==> src/rtl/strb_clk_div_pkg.sv <==
package strb_clk_div_pkg;

    typedef enum logic {
        PH_LOW  = 1'b0,
        PH_HIGH = 1'b1
    } phase_t;

endpackage

==> src/rtl/strb_counter.sv <==
module strb_counter #(
    parameter int RATIO = 100
) (
    input  logic clk,
    input  logic rst,
    output logic strobe
);
    localparam int CW = (RATIO > 2) ? $clog2(RATIO) : 1;
    localparam logic [CW-1:0] TERM = CW'(RATIO - 1);

    logic [CW-1:0] count_q;
    logic          at_term;

    // terminal decode; registered below so the strobe is glitch free
    always_comb begin
        at_term = (count_q == TERM);
    end

    always_ff @(posedge clk) begin
        if (rst) begin
            count_q <= '0;
            strobe  <= 1'b0;
        end else begin
            count_q <= at_term ? '0 : count_q + 1'b1;
            strobe  <= at_term;
        end
    end

endmodule

==> src/rtl/strb_phase_fsm.sv <==
module strb_phase_fsm
    import strb_clk_div_pkg::*;
(
    input  logic clk,
    input  logic rst,
    input  logic strobe,
    output logic clk_out
);
    phase_t state_q, state_d;

    // next-state logic
    always_comb begin
        state_d = state_q;
        unique case (state_q)
            PH_LOW:  if (strobe) state_d = PH_HIGH;
            PH_HIGH: if (strobe) state_d = PH_LOW;
            default: state_d = PH_LOW;
        endcase
    end

    // state register
    always_ff @(posedge clk) begin
        if (rst) state_q <= PH_LOW;
        else     state_q <= state_d;
    end

    // outputs
    always_comb begin
        unique case (state_q)
            PH_LOW:  clk_out = 1'b0;
            PH_HIGH: clk_out = 1'b1;
            default: clk_out = 1'b0;
        endcase
    end

endmodule

==> src/rtl/strb_clk_div.sv <==
module strb_clk_div #(
    parameter int RATIO = 100
) (
    input  logic clk,
    input  logic rst,
    output logic strobe_o,
    output logic clk_o
);
    logic strobe_w;

    strb_counter #(.RATIO(RATIO)) u_cnt (
        .clk    (clk),
        .rst    (rst),
        .strobe (strobe_w)
    );

    strb_phase_fsm u_fsm (
        .clk     (clk),
        .rst     (rst),
        .strobe  (strobe_w),
        .clk_out (clk_o)
    );

    assign strobe_o = strobe_w;

endmodule

==> config.mk <==
export PLATFORM = sky130hd
export DESIGN_NAME = strb_clk_div
export DESIGN_NICKNAME = d
export VERILOG_FILES = /design/src/rtl/strb_clk_div_pkg.sv /design/src/rtl/strb_counter.sv /design/src/rtl/strb_phase_fsm.sv /design/src/rtl/strb_clk_div.sv
export SDC_FILE = /design/constraint.sdc
export NUM_CORES = 1
export LEC_CHECK = 0
export ABC_AREA = 1
export BUFFER_PORTS_ARGS = -buffer_cell sky130_fd_sc_hd__buf_2
export CAP_MARGIN = 20
export CORE_AREA = 2 2 39 41
export CTS_BUF_LIST = sky130_fd_sc_hd__clkbuf_4
export DETAILED_ROUTE_END_ITERATION = 8
export DIE_AREA = 0 0 41 43
export PLACE_DENSITY = 0.53
export SETUP_SLACK_MARGIN = 0.15
export SYNTH_ARGS = -nofsm -noshare
export SYNTH_HDL_FRONTEND = slang
export SYNTH_SLANG_ARGS = --single-unit
==> constraint.sdc <==
create_clock -name clk -period 1.2 [get_ports clk]
set_clock_uncertainty 0.05 [all_clocks]
set_input_delay 0.12 -clock clk [delete_from_list [all_inputs] [get_ports clk]]
set_output_delay 0.12 -clock clk [all_outputs]
set_load 0.03 [all_outputs]
After elaboration in Yosys (flattened, before gate mapping)
Index checks and enable logic that the tools add are counted.
{"block": "word_totals", "ff_bits": 9, "output_inout_bits": 2, "wordCells": 11}
{"block": "classes", "add_sub_neg": 1, "n_eq_ne": 1, "n_mux": 4, "bitwise": 1, "n_reduce_logical": 1}
{"cell": "7-bit by 1-bit adder with 7-bit output (second input constant)", "n": 1}
{"cell": "7-bit == test (second input constant)", "n": 1}
{"cell": "1-bit one-hot mux with 2 select lines", "n": 2}
{"cell": "1-bit two-way mux", "n": 2}
{"cell": "2-bit OR reduction", "n": 1}
{"cell": "1-bit NOT", "n": 1}

Logic depth before layout (Yosys ltp)
Gate-level depths: netlist of run 1.
{"block": "depth", "word_depth": 2, "mapped_depth": 6, "mapped_depth_nobuf": 6}

Hierarchy
Synthesis of run 1 repeated with hierarchy kept, for this count alone.
{"block": "unflattened", "cells_unflattened": 58, "hier_area_um2": 425.4}
{"mod": "strb_counter", "n_inst": 1, "cells_per_inst": 52, "area_per_inst_um2": 386.6, "seq_area_each_um2": 160.2}
{"mod": "strb_phase_fsm", "n_inst": 1, "cells_per_inst": 6, "area_per_inst_um2": 38.8, "seq_area_each_um2": 20.0}

Worst setup path before layout of run 1
Ideal clock, no wire load.
{"block": "synth_path", "kind": "flip-flop to flip-flop", "start": "register u_cnt.count_q[0]", "end": "register u_cnt.count_q[4]", "arrival_time_ps": 957, "required_time_ps": 1035, "slack_ps": 78, "stages_incl_launch_ff": 7, "period_less_slack_ps": 1122, "cell_sequence": "dfxtp_1 ha_1 inv_1 nor2_4 nand3_2 nand2_4 nor2_2"}
{"block": "synth_between", "elab_chain_cells": 2, "word_cells_on_any_way": 3, "classes_between": "add/sub: 1; eq/ne: 1; reduce/logical: 1"}
{"element": "start, declared", "line": "strb_counter.sv:11", "source": "logic [CW-1:0] count_q;"}
{"element": "start signal, assigned", "line": "strb_counter.sv:24", "source": "count_q <= at_term ? '0 : count_q + 1'b1;"}
{"element": "parallel branches: the longest is 2 deep, another holds 7-bit by 1-bit adder with 7-bit output"}
Several ways; the timed one is not identified.
A chain may end at the register's enable or synchronous reset.

Worst setup path after layout of run 1
Same ends and word-level chain as after synthesis.

==> results.md, run 1 <==
- Status: finished clean
- Fillers: roughly 140
- Die H: 43 um
- Worst Tran Pin Value: roughly 0.21 ns
- CTS tree: built
- Final ANT Viol Nets: 0
- Max Slew Vio Count: 0
- Synth-to-layout area growth: 29.0%
- Compound-gate portion of the synthesized area: 0.0418
- Nature of the critical path startpoint: flip-flop
- Synth Register Bits: 9
- Starting density of the core: 0.325
- Mean Syn Cell Area: 8.64 um2
- Worst hold path type: reg -> reg
- Routed length per instance: between 9 and 10 um
- Router iterations before antenna repair: 3
- CTS root buffer: clkbuf_4
- Synth Area in XOR/XNOR: 0.0585
- Largest net degree at the start of global routing: 8
- Ys Warns: 0
- Distinct cells, synth: 16
- Critical path peak fanout: 7
- Final Hold Fails: 0
- Post-Synthesis Cells: 52
- Sequential element share of the synthesized area: 0.401
- Share of cells above drive strength 1: 0.492
- CP top delay family: flip-flops
- Kind of critical path: reg -> reg
- Tmin final: 1.08 ns
- Clock Sinks: 9
- Register area: approximately 190 um2
- Site Rows: 14
- Port Buf Inserts: 3
- Power Dens Cells: about 1100 nW/um2
- Critical Path, Cell by Cell: ha_4 -> inv_2 -> nor2_4 -> nand3_2 -> nand2_4 -> nor2_2
- Total power: ~650 uW
- Clock Path Buffers: 2
- GPL Wtd Cong: 0.687
- Worst Path Required: ~1.3 ns
- Vias per inst: 4.35
- Placed insts: 70
- Crit path DAT: 1.19 ns
- Antenna violations before repair: 0
- Vias in the first global route: between 300 and 400
- Nets@finish: 68
- Detailed Route WL: between 700 and 800 um
- CTS clk-pin slew, worst paths: ~0.060 ns
- Core ar.: between 1000 and 1500 um2
- Die area: roughly 1800 um2
- Mapped Area: around 450 um2
- Synth Area in Adders: 0.0557
- Synth top area share: 0.401
- First-pass GRT wire length: 1310 um
- Setup violations, final: 0
- 1st-iter DRT viols: 2
- Fin crit share: 0.898
- Post-Synth Simple-Gate Area: 0.359
- Total gr overflow: 0
- Peak supply drop: just over 700 uV
- RSZ-0062 raised after global routing: true
- Die X: between 40 and 50 um
- Mux cell area share after synthesis: 0
- TNS Setup: 0 ns
- Fmax: around 0.93 GHz
- Largest family of logic cells by synthesized area: simple AND/OR/NAND/NOR gates
- DRC viols: 0
- Crit-path max cell delay: 0.39 ns
- Number of diodes: 0
- P_leak: around 0.23 nW
- Worst Path Buf+Inv: 1
- Slew headroom: 0.857
- Multi-input gate area: 259 um2
- CTS buffer count: 3
- Hold WS: between 0.4 and 0.5 ns
- Max cap viols: 0
- Io pins: 4
- GRT Util Overall: 0.119
- Mapped Nets: between 50 and 60
- DPL Wire Length: 516 um
- Htree depth: 1
- Synth area leaders: dfxtp_1 (40%), nor2_2 (11%), nand2_1 (6.7%)
- Via Count: between 300 and 400
- Worst-Skew Late Latency: around 0.26 ns
- CP endpoint kind: flip-flop
- Post-route insts no fill: 79
- CP max-delay cell: dfxtp_4
- Synth area leader: dfxtp_1
==> power breakdown <==
part	internal, mW	switching, mW	total (mW)
combinational	0.0308	0.0272	0.0580
sequential	0.308	0.0176	0.326
clock	0.151	0.112	0.263
total	0.490	0.156	0.646
==> placed cells by master, fill, tap and decap left out, drive strengths merged <==
master and instances:
ha 2, o21bai 2, inv 7, xor2 1, buf 7, clkbuf 4
nand3b 1, xnor2 2, nor2 12, dfxtp 9, nand2 9, nand3 6
dlygate4sd3 1
==> sequential cells by signal, summed over array words and instances, names as in the netlist <==
register	flops
u_fsm.state_q	1
u_cnt.strobe	1
u_cnt.count_q	7
==> path summary, 6_finish.rpt <==
kind	start	end	slack [ns]	depth (start not counted)
worst max-delay path	u_cnt.count_q[0]$_SDFF_PP0_	u_cnt.count_q[4]$_SDFF_PP0_	0.12	6
worst min-delay path	u_cnt.count_q[0]$_SDFF_PP0_	u_cnt.count_q[0]$_SDFF_PP0_	0.42	1
worst max register to register	u_cnt.count_q[0]$_SDFF_PP0_	u_cnt.count_q[4]$_SDFF_PP0_	0.12	6
worst min register to register	u_cnt.count_q[0]$_SDFF_PP0_	u_cnt.count_q[0]$_SDFF_PP0_	0.42	1
==> area by class of cell <==
class / instances / area share
Timing Repair Buffer: 8 / 0.0950
Clock buffer: 4 / 0.0518
Tap cell: 16 / 0.0346
Inverter: 7 / 0.0454
Sequential cell: 9 / 0.326
Multi-Input combinational cell: 35 / 0.447
==> metal layers <==
| layer | up-vias | share of wire | global-route usage |
|---|---|---|---|
| li1 | 181 | - | - |
| met1 | 153 | 0.47 | 0.133 |
| met2 | 8 | 0.45 | 0.156 |
| met3 | 2 | 0.070 | 0.0942 |
| met4 | 0 | 0.011 | 0.0600 |
| met5 | - | 0 | 0 |
==> worst register-to-register path: cells and delay by family, from the launching register on <==
family        cells  cell delay [ns]
fa+ha+maj         1             0.14
buf+inv           1             0.04
flops             1             0.39
simple gates      4             0.36
==> synth_stat cells, drive strengths merged <==
| cell | instances |
|---|---|
| inv | 7 |
| dfxtp | 9 |
| nand3b | 1 |
| ha | 2 |
| xnor2 | 2 |
| buf | 1 |
| xor2 | 1 |
| nand3 | 6 |
| nand2 | 9 |
| nor2 | 12 |
| o21bai | 2 |
==> per-stage QoR <==
step / utilization / setup slack, ns / instance area, um2
finish: 0.419 / 0.122 / 579
global route: 0.419 / 0.0762 / 579
CTS: 0.410 / 0.140 / 567
detailed placement: 0.353 / 0.0880 / 488
global placement: 0.353 / 0.0837 / 488
floorplan: - / 0.155 / 464
==> kinds of logic after synthesis <==
kind of cell    Yosys count
fa+ha+maj                 2
flops                     9
compound gates            2
xor+xnor                  3
simple gates             28
buf+inv                   8
==> what timing repair did <==
item                       4_1_cts  5_1_grt
buffers inserted                 4        0
resized for setup                5        2
pin swaps                        2        5
hold endpoints to repair         2        0
hold buffers                     1        0
setup endpoints to repair        7        8
Power figures use the tool's default switching activity.
==> run 2, diff against run 1 <==
--- a/config.mk
+++ b/config.mk
@@ -5,14 +5,13 @@
 export SDC_FILE = /design/constraint.sdc
 export NUM_CORES = 1
 export LEC_CHECK = 0
-export ABC_AREA = 1
 export BUFFER_PORTS_ARGS = -buffer_cell sky130_fd_sc_hd__buf_2
 export CAP_MARGIN = 20
 export CORE_AREA = 2 2 39 41
 export CTS_BUF_LIST = sky130_fd_sc_hd__clkbuf_4
 export DETAILED_ROUTE_END_ITERATION = 8
 export DIE_AREA = 0 0 41 43
-export PLACE_DENSITY = 0.53
+export PLACE_DENSITY = 0.46
 export SETUP_SLACK_MARGIN = 0.15
 export SYNTH_ARGS = -nofsm -noshare
 export SYNTH_HDL_FRONTEND = slang
==> results.md, run 2 <==
- Total gr overflow: 0 (unchanged)
- Worst Path Required: 1.30 ns (about the same)
- Status: complete, but fails checks
- Synth area leader: dfxtp_1
- Worst hold path type: reg -> reg
- 1st-iter DRT viols: 0 (-2)
- DPL Wire Length: 460 um (-11%)
- RSZ-0062 raised after global routing: true
- Final Hold Fails: 0 (unchanged)
- Sequential element share of the synthesized area: 0.497 (+0.0954)
- GPL Wtd Cong: 0.653 (-4.9%)
- P_leak: 0.196 nW (-14%)
- Synth top area share: 0.497 (+0.0954)
- Critical Path, Cell by Cell: or4b_4 -> o21bai_4 -> nor2_1
- Number of diodes: 0 (unchanged)
- Crit-path max cell delay: 0.55 ns (+0.16 ns)
- Via Count: 282 (-18%)
- Site Rows: 14 (unchanged)
- Failing checks: setup timing
- Routed length per instance: 9.53 um (-4.3%)
- Port Buf Inserts: 3 (unchanged)
- Synth top cells by count: dfxtp_1 (9), nor2_1 (6), nand2_1 (3), nand3_1 (3)
- Worst r2r src: u_cnt.count_q[3]$_SDFF_PP0_
- Most flop-heavy register: u_cnt.count_q
- Tmin final: 1.31 ns (+0.233 ns)
- Vias per inst: 4.27 (-1.9%)
- Share of cells above drive strength 1: 0.300 (-0.192)
- CTS tree: built
- Die area: 1760 um2 (unchanged)
- Vias in the first global route: 269 (-15%)
- Crit path DAT: 1.41 ns (+0.22 ns)
- CTS clk-pin slew, worst paths: 0.06 ns (about the same)
- Nature of the critical path startpoint: flip-flop
- Most frequent cell after synthesis: dfxtp_1
- CP max-delay cell: or4b_4
- CP endpoint kind: flip-flop
- Largest net degree at the start of global routing: 8 (unchanged)
- Synth area leaders: dfxtp_1 (50%), ha_1 (6.9%), nor2_1 (6.2%)
- Setup violations, final: 7 (+7)
- Post-synth EDFFs: 0 (unchanged)
- Clock Path Buffers: 2 (unchanged)
- Worst Tran Pin Value: 0.205 ns (-0.00870 ns)
- Peak supply drop: 673 uV (-7.1%)
- Power Dens Cells: 1280 nW/um2 (+15%)
- Worst slack, placed: -0.114 ns (-0.202 ns)
- Mean Syn Cell Area: 9.81 um2 (+14%)
- Comb pwr share: 0.065 (-0.025)
- Starting density of the core: 0.262 (-0.0624)
- First-pass GRT wire length: 1060 um (-19%)
- Kind of critical path: reg -> reg
- Fmax: 0.763 GHz (-18%)
- Final ANT Viol Nets: 0 (unchanged)
- Mapped Area: 363 um2 (-19%)
- DRC viols: 0 (unchanged)
- Slew headroom: 0.863 (+0.00563)
- Most common cell after layout, fill and taps aside: dfxtp_1
- Distinct cells, synth: 14 (-2)
- CTS buffer count: 3 (unchanged)
- Post-route insts no fill: 66 (-16%)
- Synth-to-layout area growth: 31.4%
- Router iterations before antenna repair: 1 (-2)
- PostCTS Resize Cnt: 0 (-5)
- Max reg flops: 7 (unchanged)
- Synth Flop Type: dfxtp_1
- Max Slew Vio Count: 0 (unchanged)
- GRT Util Overall: 0.0986 (-0.0201)
- Crit path from: u_cnt.count_q[3]$_SDFF_PP0_
- Fin crit share: 1.09 (+0.194)
- Post-Synthesis Cells: 37 (-29%)
- Worst-Skew Late Latency: 0.26 ns (about the same)
- Nets@finish: 55 (-19%)
- Critical path peak fanout: 7 (unchanged)
- Sw frac: 0.213 (-0.0288)
- Switching power: 130 uW (-17%)
- Clk pwr share: 0.419 (+0.013)
- Die H: 43 um (unchanged)
- Io pins: 4 (unchanged)
- Commonest non-fill, non-tap cells in the layout: dfxtp_1 (8), nor2_1 (6), buf_4 (5), clkbuf_4 (4)
- Antenna violations before repair: 0 (unchanged)
- Core ar.: 1380 um2 (unchanged)
- Ys Warns: 0 (unchanged)
- CTS root buffer: clkbuf_4
- Biggest regs: u_cnt.count_q: 7 flops, u_cnt.strobe: 1 flops, u_fsm.state_q: 1 flops
- Hold path start: u_cnt.count_q[6]$_SDFF_PP0_
- Htree depth: 1 (unchanged)
- Mapped Nets: 41 (-27%)
- Sequential power share: 0.516 (+0.012)
- Die X: 41 um (unchanged)
- Max cap viols: 0 (unchanged)
- Synth Register Bits: 9 (unchanged)
- Placed insts: 61 (-13%)
- Worst setup margin: -0.110 ns (-0.233 ns)
- Clock Sinks: 9 (unchanged)
- Detailed Route WL: 629 um (-20%)
- P_int: 480 uW (-2.0%)
- Asr flop ratio synth: 0 (unchanged)
-- run 2: changes by cell type after synthesis, sizes merged, moves of 2 or more --
cell	before	now
nand2	9	3
o21ai	0	2
nor2	12	6
or3	0	2
a21oi	0	2
inv	7	1
nand3	6	3
-- run 2: power groups by stage --
stage / logic (mW) / clock network [mW] / registers [mW]
after detailed placement: 0.0375 / 0 / 0.322
after floorplan: 0.0199 / 0 / 0.322
after global routing: 0.0470 / 0.277 / 0.315
after CTS: 0.0403 / 0.266 / 0.315
after global placement: 0.0374 / 0 / 0.322
final: 0.0398 / 0.256 / 0.315
-- run 2: logic make-up after synthesis --
kind of cell,share of synthesized area
flops,0.497
fa+ha+maj,0.0690
compound gates,0.107
xor+xnor,0.0966
simple gates,0.221
buf+inv,0.0103
-- run 2: final timing paths --
kind / to / slack [ns] / cells after the start
worst max-delay path: u_cnt.count_q[4]$_SDFF_PP0_ / -0.11 / 3
worst min register to register: u_cnt.count_q[6]$_SDFF_PP0_ / 0.44 / 2
worst max register to register: u_cnt.count_q[4]$_SDFF_PP0_ / -0.11 / 3
worst min-delay path: u_cnt.count_q[6]$_SDFF_PP0_ / 0.44 / 2
-- run 2: area by class of cell --
cell class / count / area, um2
Clock buffer: 4 / 30.0
Tap cell: 16 / 20.0
Multi-Input combinational cell: 27 / 179
Fill cell: 149 / 907
Sequential cell: 9 / 181
Inverter: 1 / 3.75
Timing Repair Buffer: 9 / 62.6
-- run 2: per-layer routing --
layer | global-route usage | up-vias | routed length (um) | part of all wire
met5 | 0 | - | 0 | 0
met4 | 0.0600 | 0 | 11 | 0.017
met3 | 0.0785 | 2 | 37 | 0.059
met2 | 0.128 | 4 | 298 | 0.47
met1 | 0.107 | 123 | 281 | 0.45
li1 | - | 153 | - | -
-- run 2: per-stage QoR --
stage | util | setup TNS [ns] | hold WS, ns | area (um2) | power [mW]
after floorplan | - | -0.429 | 0.142 | 364 | 0.342
after global placement | 0.316 | -0.677 | 0.268 | 437 | 0.359
after detailed placement | 0.316 | -0.763 | 0.266 | 437 | 0.359
after CTS | 0.344 | -0.802 | 0.450 | 477 | 0.621
after global routing | 0.344 | -1.10 | 0.462 | 477 | 0.639
final | 0.344 | -0.725 | 0.445 | 477 | 0.610
-- run 2: timing repair --
action,4_1_cts,5_1_grt
setup buffers,0,0
endpoints found under the setup margin,8,8
hold endpoints to repair,1,0
pin swaps,0,0
hold buffers,1,0
-- run 2: worst max-delay path: cells and delay by family (launching register included) --
kind | cells | cell delay, ns
and+or+nand+nor | 2 | 0.62
AOI/OAI and AO/OA | 1 | 0.21
DFF | 1 | 0.32
